File: src/rtl/nyb_chipkill_codec.sv
module nyb_chipkill_codec (
  input  logic         clk,
  input  logic         rst_n,
  input  logic [127:0] enc_data,
  output logic [15:0]  enc_check,
  input  logic         in_valid,
  output logic         in_ready,
  input  logic [127:0] in_data,
  input  logic [15:0]  in_check,
  output logic         out_valid,
  input  logic         out_ready,
  output logic [127:0] out_data,
  output logic         out_ce,
  output logic         out_ue,
  output logic [15:0]  out_syndrome,
  output logic [5:0]   out_sym,
  output logic         out_upper
);
  localparam int NDATA = 32;
  localparam int NCHK  = 4;
  localparam int NSYM  = NDATA + NCHK;
  localparam logic [3:0] QC = 4'h8;

  function automatic logic [3:0] gmul(input logic [3:0] x, input logic [3:0] y);
    logic [3:0] p, s;
    p = '0;
    s = x;
    for (int i = 0; i < 4; i++) begin
      if (y[i]) p = p ^ s;
      s = {s[2:0], 1'b0} ^ (s[3] ? 4'b0011 : 4'b0000);
    end
    return p;
  endfunction

  function automatic logic [15:0] dcol(input int j);
    logic [3:0] a, b, q;
    a = j[3:0];
    b = j[4] ? 4'h3 : 4'h2;
    q = gmul(a, a) ^ gmul(a, b) ^ gmul(QC, gmul(b, b));
    return {q ^ a ^ gmul(QC, b), b, a, 4'h1 ^ a ^ b};
  endfunction

  function automatic logic [15:0] checks(input logic [127:0] d);
    logic [15:0] c, h;
    c = '0;
    for (int j = 0; j < NDATA; j++) begin
      h = dcol(j);
      for (int k = 0; k < NCHK; k++)
        c[4*k +: 4] = c[4*k +: 4] ^ gmul(d[4*j +: 4], h[4*k +: 4]);
    end
    return c;
  endfunction

  logic [15:0]           syn;
  logic [NSYM-1:0]       hit;
  logic [NSYM-1:0][3:0]  mag;
  logic [127:0]          corr;
  logic [5:0]            sym_idx;
  logic                  ce, ue;

  assign enc_check = checks(enc_data);
  assign syn       = checks(in_data) ^ in_check;

  for (genvar i = 0; i < NSYM; i++) begin : g_sym
    if (i < NDATA) begin : g_d
      localparam logic [15:0] H    = dcol(i);
      localparam logic [3:0]  BINV = (H[11:8] == 4'h2) ? 4'h9 : 4'hE;
      assign mag[i] = gmul(syn[11:8], BINV);
      assign hit[i] = (mag[i] != 4'h0) &&
                      ({gmul(mag[i], H[15:12]), gmul(mag[i], H[11:8]),
                        gmul(mag[i], H[7:4]),   gmul(mag[i], H[3:0])} == syn);
      assign corr[4*i +: 4] = in_data[4*i +: 4] ^ (hit[i] ? mag[i] : 4'h0);
    end else begin : g_c
      localparam int K = i - NDATA;
      assign mag[i] = syn[4*K +: 4];
      assign hit[i] = (mag[i] != 4'h0) && ((syn & ~(16'hF << (4*K))) == 16'h0);
    end
  end

  always_comb begin
    sym_idx = '0;
    for (int i = 0; i < NSYM; i++)
      if (hit[i]) sym_idx = 6'(i);
  end

  assign ce       = |hit;
  assign ue       = (syn != 16'h0) && !ce;
  assign in_ready = !out_valid || out_ready;

  always_ff @(posedge clk or negedge rst_n) begin
    if (!rst_n) begin
      out_valid    <= 1'b0;
      out_data     <= '0;
      out_ce       <= 1'b0;
      out_ue       <= 1'b0;
      out_syndrome <= '0;
      out_sym      <= '0;
      out_upper    <= 1'b0;
    end else if (in_ready) begin
      out_valid <= in_valid;
      if (in_valid) begin
        out_data     <= corr;
        out_ce       <= ce;
        out_ue       <= ue;
        out_syndrome <= syn;
        out_sym      <= sym_idx;
        out_upper    <= ce && sym_idx >= 6'd16 && sym_idx < 6'd32;
      end
    end
  end

  AST_ONE_SYMBOL_MATCH: assert property (@(posedge clk) disable iff (!rst_n) in_valid |-> $onehot0(hit));
  AST_CE_UE_EXCL: assert property (@(posedge clk) disable iff (!rst_n) out_valid |-> !(out_ce && out_ue));
  AST_ZERO_SYN_CLEAN: assert property (@(posedge clk) disable iff (!rst_n) (out_valid && out_syndrome == 16'h0) |-> (!out_ce && !out_ue));
  AST_SYM_RANGE: assert property (@(posedge clk) disable iff (!rst_n) (out_valid && out_ce) |-> out_sym < 6'd36);
  AST_UPPER_DATA: assert property (@(posedge clk) disable iff (!rst_n) (out_valid && out_upper) |-> (out_ce && out_sym >= 6'd16 && out_sym < 6'd32));
  AST_STALL_HOLD: assert property (@(posedge clk) disable iff (!rst_n) (out_valid && !out_ready) |=> (out_valid && $stable(out_data) && $stable(out_syndrome)));
endmodule

File: config.mk
export PLATFORM = sky130hd
export DESIGN_NAME = nyb_chipkill_codec
export DESIGN_NICKNAME = d
export VERILOG_FILES = /design/src/rtl/nyb_chipkill_codec.sv
export SDC_FILE = /design/constraint.sdc
export NUM_CORES = 1
export LEC_CHECK = 0
export BUFFER_PORTS_ARGS = -buffer_cell sky130_fd_sc_hd__buf_2
export CORE_MARGIN = 2
export CORE_UTILIZATION = 53
export CTS_BUF_LIST = sky130_fd_sc_hd__clkbuf_2
export DETAILED_ROUTE_END_ITERATION = 16
export GPL_TIMING_DRIVEN = 0
export HOLD_SLACK_MARGIN = 0.15
export MAX_ROUTING_LAYER = met4
export PLACE_DENSITY = 0.79
export SETUP_SLACK_MARGIN = 0.1
export SLEW_MARGIN = 20
export SYNTH_ARGS = -nofsm -noshare
export SYNTH_HDL_FRONTEND = slang
export SYNTH_SLANG_ARGS = --single-unit
File: constraint.sdc
create_clock -name clk -period 2 [get_ports clk]
set_clock_uncertainty 0.2 [all_clocks]
set_input_delay 0.2 -clock clk [delete_from_list [all_inputs] [get_ports clk]]
set_output_delay 0.2 -clock clk [all_outputs]
set_load 0.01 [all_outputs]
==> impl_results.md, run 1 <==
* Number of core rows at 75
* Clock tree root buffer cell: clkbuf_2
* Port Buf Inserts at 395
* Post-synthesis instance total at around 2500
* Share of flip-flops with an asynchronous set or reset after synthesis at 100%
* Number of warnings issued by yosys at 0
* Die width at approximately 210 um
* H-tree levels at 4
* Kind of the worst endpoint: register input
* Post-detail-place hpwl at approximately 85 mm
* Post-Syn Nets at approximately 2800
* Number of flops mapped to enable cells by yosys at 0
* Number of buffers added by the clock tree synthesis step at 17
* Result of the run: stopped before the end
* Last worst endpoint in the global-route repair_timing: out_sym[0]$_DFFE_PN0P_/D
* CTS sink cnt at ~150
* Placer Congestion at between 1 and 1.5
* Initial Util at ~53%
* Number of distinct standard cells referenced by the synthesized netlist at between 80 and 90
* Maximum number of pins on one net before global-route repair at 99
* Count of state elements after synthesis at 154
* Number of buffers on the longest clock path at 2
* Failing step: global routing (5_1_grt)
* Global route overflow at 146
* Die Span Y at roughly 210 um
* Dominant synthesized flop cell: dfrtp_1
* Netlist Area Pre-Place at between 0.02 and 0.025 mm^2
* Tot GR Track Use at between 80% and 90%
* Sequential fraction of the synthesis area at 17.3%
* Stop Error: [ERROR GRT-0232] Routing congestion too high. Check the congestion heatmap in the GUI.
* Mean Syn Cell Area at roughly 9 um^2
* Number of antenna violations at the first check in global routing at 31
* I/O pin total at between 400 and 500
-- per-stage QoR --
stage / cell area [um^2] / hold WS [ns] / setup WS (ns) / instances / TNS [ns]
global placement: 26900 / 0.256 / -6.27 / 3452 / -1009.76
detailed placement: 26900 / -0.0431 / -6.36 / 3454 / -769.96
floorplan: 24200 / -0.296 / -4.43 / 2518 / -517.06
CTS: 32600 / -0.517 / -3.58 / 3856 / -453.39
-- what timing repair did --
item,in CTS
gates cloned,1
hold endpoints to repair,295
pin swaps,113
resized for setup,452
setup buffers,113
setup endpoints to repair,324
hold buffers,257
-- cell usage after synthesis, types with 10 or more instances --
cell       number  area share, %
nor4_1         12           0.34
and2_1         11           0.31
or3_1          38            1.1
or4_1          11           0.37
o21ai_0       157            3.5
nand4_1        18           0.51
xnor3_1       116             12
buf_2          36           0.81
nor3_1         34           0.76
nor2b_1        13           0.36
nand2_1       274            4.6
a21oi_1        27           0.61
xor3_1         12            1.3
a221oi_1       13           0.51
clkbuf_1      120            2.0
dfrtp_1       154             17
xor2_1        201            7.9
nor2_1        139            2.3
nand2b_1       10           0.28
a211oi_1       14           0.47
mux2i_1        16           0.72
nand3_1        68            1.5
xnor2_1       830             33
and3_1         11           0.31
o2111ai_1      11           0.43
-- kinds of logic after synthesis --
logic type | count (synthesis) | share of synthesized area, %
DFF | 154 | 17.3
adders and majority gates | 5 | 0.281
AOI/OAI and AO/OA | 301 | 8.50
muxes | 20 | 0.971
and+or+nand+nor | 669 | 13.9
buffers and inverters | 189 | 3.62
xor gates and xnor gates | 1180 | 55.4
-- layer usage --
layer,GRT overflow,global-route usage [%]
met1,10,80.5
met2,81,93.6
met3,6,68.7
met4,49,70.8
met5,-,-
==> run 2: changes to the inputs <==
CORE_UTILIZATION = 40   (was 53)
CTS_BUF_LIST = not set   (was sky130_fd_sc_hd__clkbuf_2)
HOLD_SLACK_MARGIN = not set   (was 0.15)
MAX_ROUTING_LAYER = not set   (was met4)
PLACE_DENSITY = not set   (was 0.79)
PLACE_DENSITY_LB_ADDON = 0.15   (was not set)
SETUP_SLACK_MARGIN = not set   (was 0.1)
clock period = 2.6 ns   (was 2 ns; I/O delays follow)
==> run 2 against run 1 <==
Against the previous run: the flow now finishes, with violations (setup timing); synthesized area did not move; synthesized cell count did not move.
==> impl_results.md, run 2 <==
* Max frequency at ~160 MHz
* Wire length reported by the detailed router at ~110 mm
* Global-route wire length before repair at 156 mm
* Number of flops mapped to enable cells by yosys at 0 (unchanged)
* Routed WL per cell at between 20 and 30 um
* Arrival @ worst endpoint at 6.31 ns
* Final number of setup-violating endpoints at roughly 170
* Maximum number of pins on one net before global-route repair at 89
* Met1 global-route usage at about 50%
* Tot GR Track Use at between 30% and 40%
* Number of max-cap violations at 0
* Die width at 240 um (+15%)
* Yosys top cell by area: xnor2_1
* DR pass1 iterations at 5
* Netlist Area Pre-Place at 0.0223 mm^2 (unchanged)
* Post-synthesis instance total at 2518 (unchanged)
* Max FFs per register at approximately 130
* Number of warnings issued by yosys at 0 (unchanged)
* Startpoint types: input pin
* Final Max Tran Viols at 0
* Worst Setup SP: in_data[118]
* CP max FO at 10
* Placer Congestion at 0.977 (-9.4%)
* Most common cell after layout, fill and taps aside: xnor2_1
* I/O pin total at 447 (unchanged)
* Number of distinct standard cells referenced by the synthesized netlist at 84 (unchanged)
* Result of the run: complete, but fails checks
* Path length in cells of the critical path at 26
* Sequential fraction of the synthesis area at 17.3% (unchanged)
* Registers with the most flip-flops: out_data: 128 flops, out_syndrome: 16 flops, out_sym: 6 flops
* Drt via density at 5.65
* Port Buf Inserts at 395 (unchanged)
* First DRT Iteration DRCs at between 2000 and 2500
* Unrepaired setup endpoints after global routing: yes
* TritonCTS clock tree: done
* Detail Route Antenna Nets at 0
* Share of the synthesized area in compound gates (AO/OA/AOI/OAI) at 8.50% (unchanged)
* Count of state elements after synthesis at 154 (unchanged)
* Number of antenna diodes at 0
* Grt met2 use at a little over three fifths
* Area share of the largest cell type after synthesis at 32.6% (unchanged)
* Element type at the critical path end: flop
* Max-Slew Margin vs Limit at just under 30%
* Die Span Y at 240 um (+15%)
* CP Buf/Inv Count at 7
* H-tree levels at 4 (unchanged)
* Failing checks: setup timing
* Register clock-pin slew on the reported worst setup and hold paths at 0.07 ns
* Area inside the core boundary at about 0.055 mm^2
* Ranking of synthesized cells by area: xnor2_1 (33%), dfrtp_1 (17%), xnor3_1 (12%), xor2_1 (7.9%), nand2_1 (4.6%)
* Post-route minimum period at roughly 6 ns
* CP required at between 2 and 3 ns
* Worst setup path end: out_ue
* Longest individual stage delay on the worst path at between 0.5 and 0.6 ns
* Area added between synthesis and finish at 49.4%
* Area of the die at 0.0576 mm^2
* Number of buffers added by the clock tree synthesis step at 17 (unchanged)
* Xor-xnor portion of the synthesized cell area at 55.4% (unchanged)
* Period utilisation layout at 235%
* Top-count cell post-synth: xnor2_1
* Number of buffers on the longest clock path at 2 (unchanged)
* Critical R2R Capture: out_data[98]
* CTS sink cnt at 154 (unchanged)
* Post-route DRC violation count at 0
* Final Worst Setup Slack at -3.50 ns
* Met3 GRT Util at under 10%
* Number of core rows at 86 (+15%)
* Post-detail-place hpwl at 89.1 mm (+4.6%)
* Internal reg-to-reg setup slack at -0.18 ns
* Number of antenna violations at the first check in global routing at 0
* Most flops, register: out_data
* Leading cell types in the layout, fill and taps excluded: xnor2_1 (614), buf_2 (388), nand2_1 (243)
* Post-Synth Adder-Cell Area at 0.281% (unchanged)
* Mean Syn Cell Area at 8.85 um^2 (unchanged)
* Vias in the first global route at between 20000 and 25000
* Initial Util at 40.4% (-13 points)
* Core Util, Final at 60.4%
* Dominant synthesized flop cell: dfrtp_1
* Number of cell instances on the worst register-to-register path at 8
* Kind of cell adding the most delay to the critical path: XOR/XNOR gates
* Commonest cells in the netlist: xnor2_1 (830), nand2_1 (274), xor2_1 (201)
* Clock tree root buffer cell: clkbuf_16
* R2r startpoint: out_valid
* Mux share of post-synthesis cell area at 0.971% (unchanged)
* Share of flip-flops with an asynchronous set or reset after synthesis at 100% (unchanged)
* Area fraction in and, or, nand and nor cells after synthesis at 13.9% (unchanged)
* Number of endpoints with negative hold slack in the final report at 0
* Vias at 22256
* Post-Syn Nets at 2799 (unchanged)
* Main combinational cell family by area after synthesis: XOR/XNOR gates
* Nets at 3462
* Most utilized layer in the global route result: met2
* Cell occurring most often along the worst timing path: xnor2_4
* Worst path slowest cell: or4_4
* Slew at the pin closest to its max-slew limit at roughly 1.1 ns
* Clock latency reported for the late side of the worst-skew pair at 0.47 ns
* Class of the tightest hold or removal check: input pin to flop
* Critical setup path kind: input pin to flop
* Fraction of final layout cells sized beyond drive strength 1 at 41.4%
* Global route overflow at 0
-- run 2: cell counts after synthesis --
No cell type changed its count.
-- run 2: stage by stage --
| stage | hold slack [ns] | worst slack (ns) | setup TNS [ns] | instance area [um^2] | cells |
|---|---|---|---|---|---|
| 3_5_place_dp | 0.0544 | -5.90 | -697.82 | 26500 | 3663 |
| 3_3_place_gp | 0.256 | -6.11 | -902.23 | 26400 | 3661 |
| 6_report | 0.000897 | -3.50 | -408.79 | 33300 | 3942 |
| 2_1_floorplan | -0.236 | -3.89 | -435.14 | 23500 | 2518 |
| 4_1_cts | 0.000584 | -3.72 | -429.66 | 32300 | 3900 |
| 5_1_grt | 0.00472 | -3.63 | -421.50 | 33300 | 3942 |
-- run 2: worst min path at each step --
stage,from,endpoint,cells after the start
2_1_floorplan,rst_n,out_ce,0
3_3_place_gp,out_sym[4],out_sym[4],2
3_5_place_dp,rst_n,out_data[110],1
4_1_cts,in_data[93],out_data[93],3
5_1_grt,in_data[123],out_data[123],3
6_report,in_data[19],out_data[19],3
-- run 2: cell families (layout without fill, tap and decap cells) --
logic type | Yosys count | in the layout
AOI/OAI and AO/OA | 301 | 301
xor gates and xnor gates | 1180 | 1180
adders and majority gates | 5 | 5
buffers and inverters | 189 | 865
DFF | 154 | 154
muxes | 20 | 20
and+or+nand+nor | 669 | 669
-- run 2: final cells by class --
| class | count | area (um^2) |
|---|---|---|
| tap | 748 | 936 |
| timing repair buffer | 661 | 4540 |
| clock buffer | 17 | 425 |
| buffer | 156 | 1430 |
| multi-input combinational | 2175 | 21800 |
| inverter | 16 | 93.8 |
| fill | 4758 | 21800 |
| clock inverter | 15 | 189 |
| sequential | 154 | 3850 |
-- run 2: timing repair --
item / 4_1_cts / 5_1_grt
setup buffers: 178 / 50
pin swaps: 179 / 111
resized for setup: 673 / 205
hold endpoints to repair: 101 / 6
gates cloned: 2 / 0
endpoints found under the setup margin: 169 / 168
hold buffers: 37 / 6
-- run 2: worst reg2reg max path, stage by stage, from the launching register on --
cell	delay [ns]
dfrtp_1	0.35
nand2b_1	0.12
nand2_2	0.31
clkbuf_4	0.34
clkbuf_4	0.35
clkbuf_2	0.36
clkbuf_1	0.46
nand2_1	0.10
o21ai_1	0.09
-- run 2: routing by layer --
layer  vias up  routed length (um)
met5         -                   0
met4         0                5920
met3       261                9500
met2      1288               52600
met1     11051               44500
li1       9656                   -
Power of run 2 is left out: the tool's default activity adds up to more than one toggle a clock period on the data nets, which glitch-free logic cannot reach.
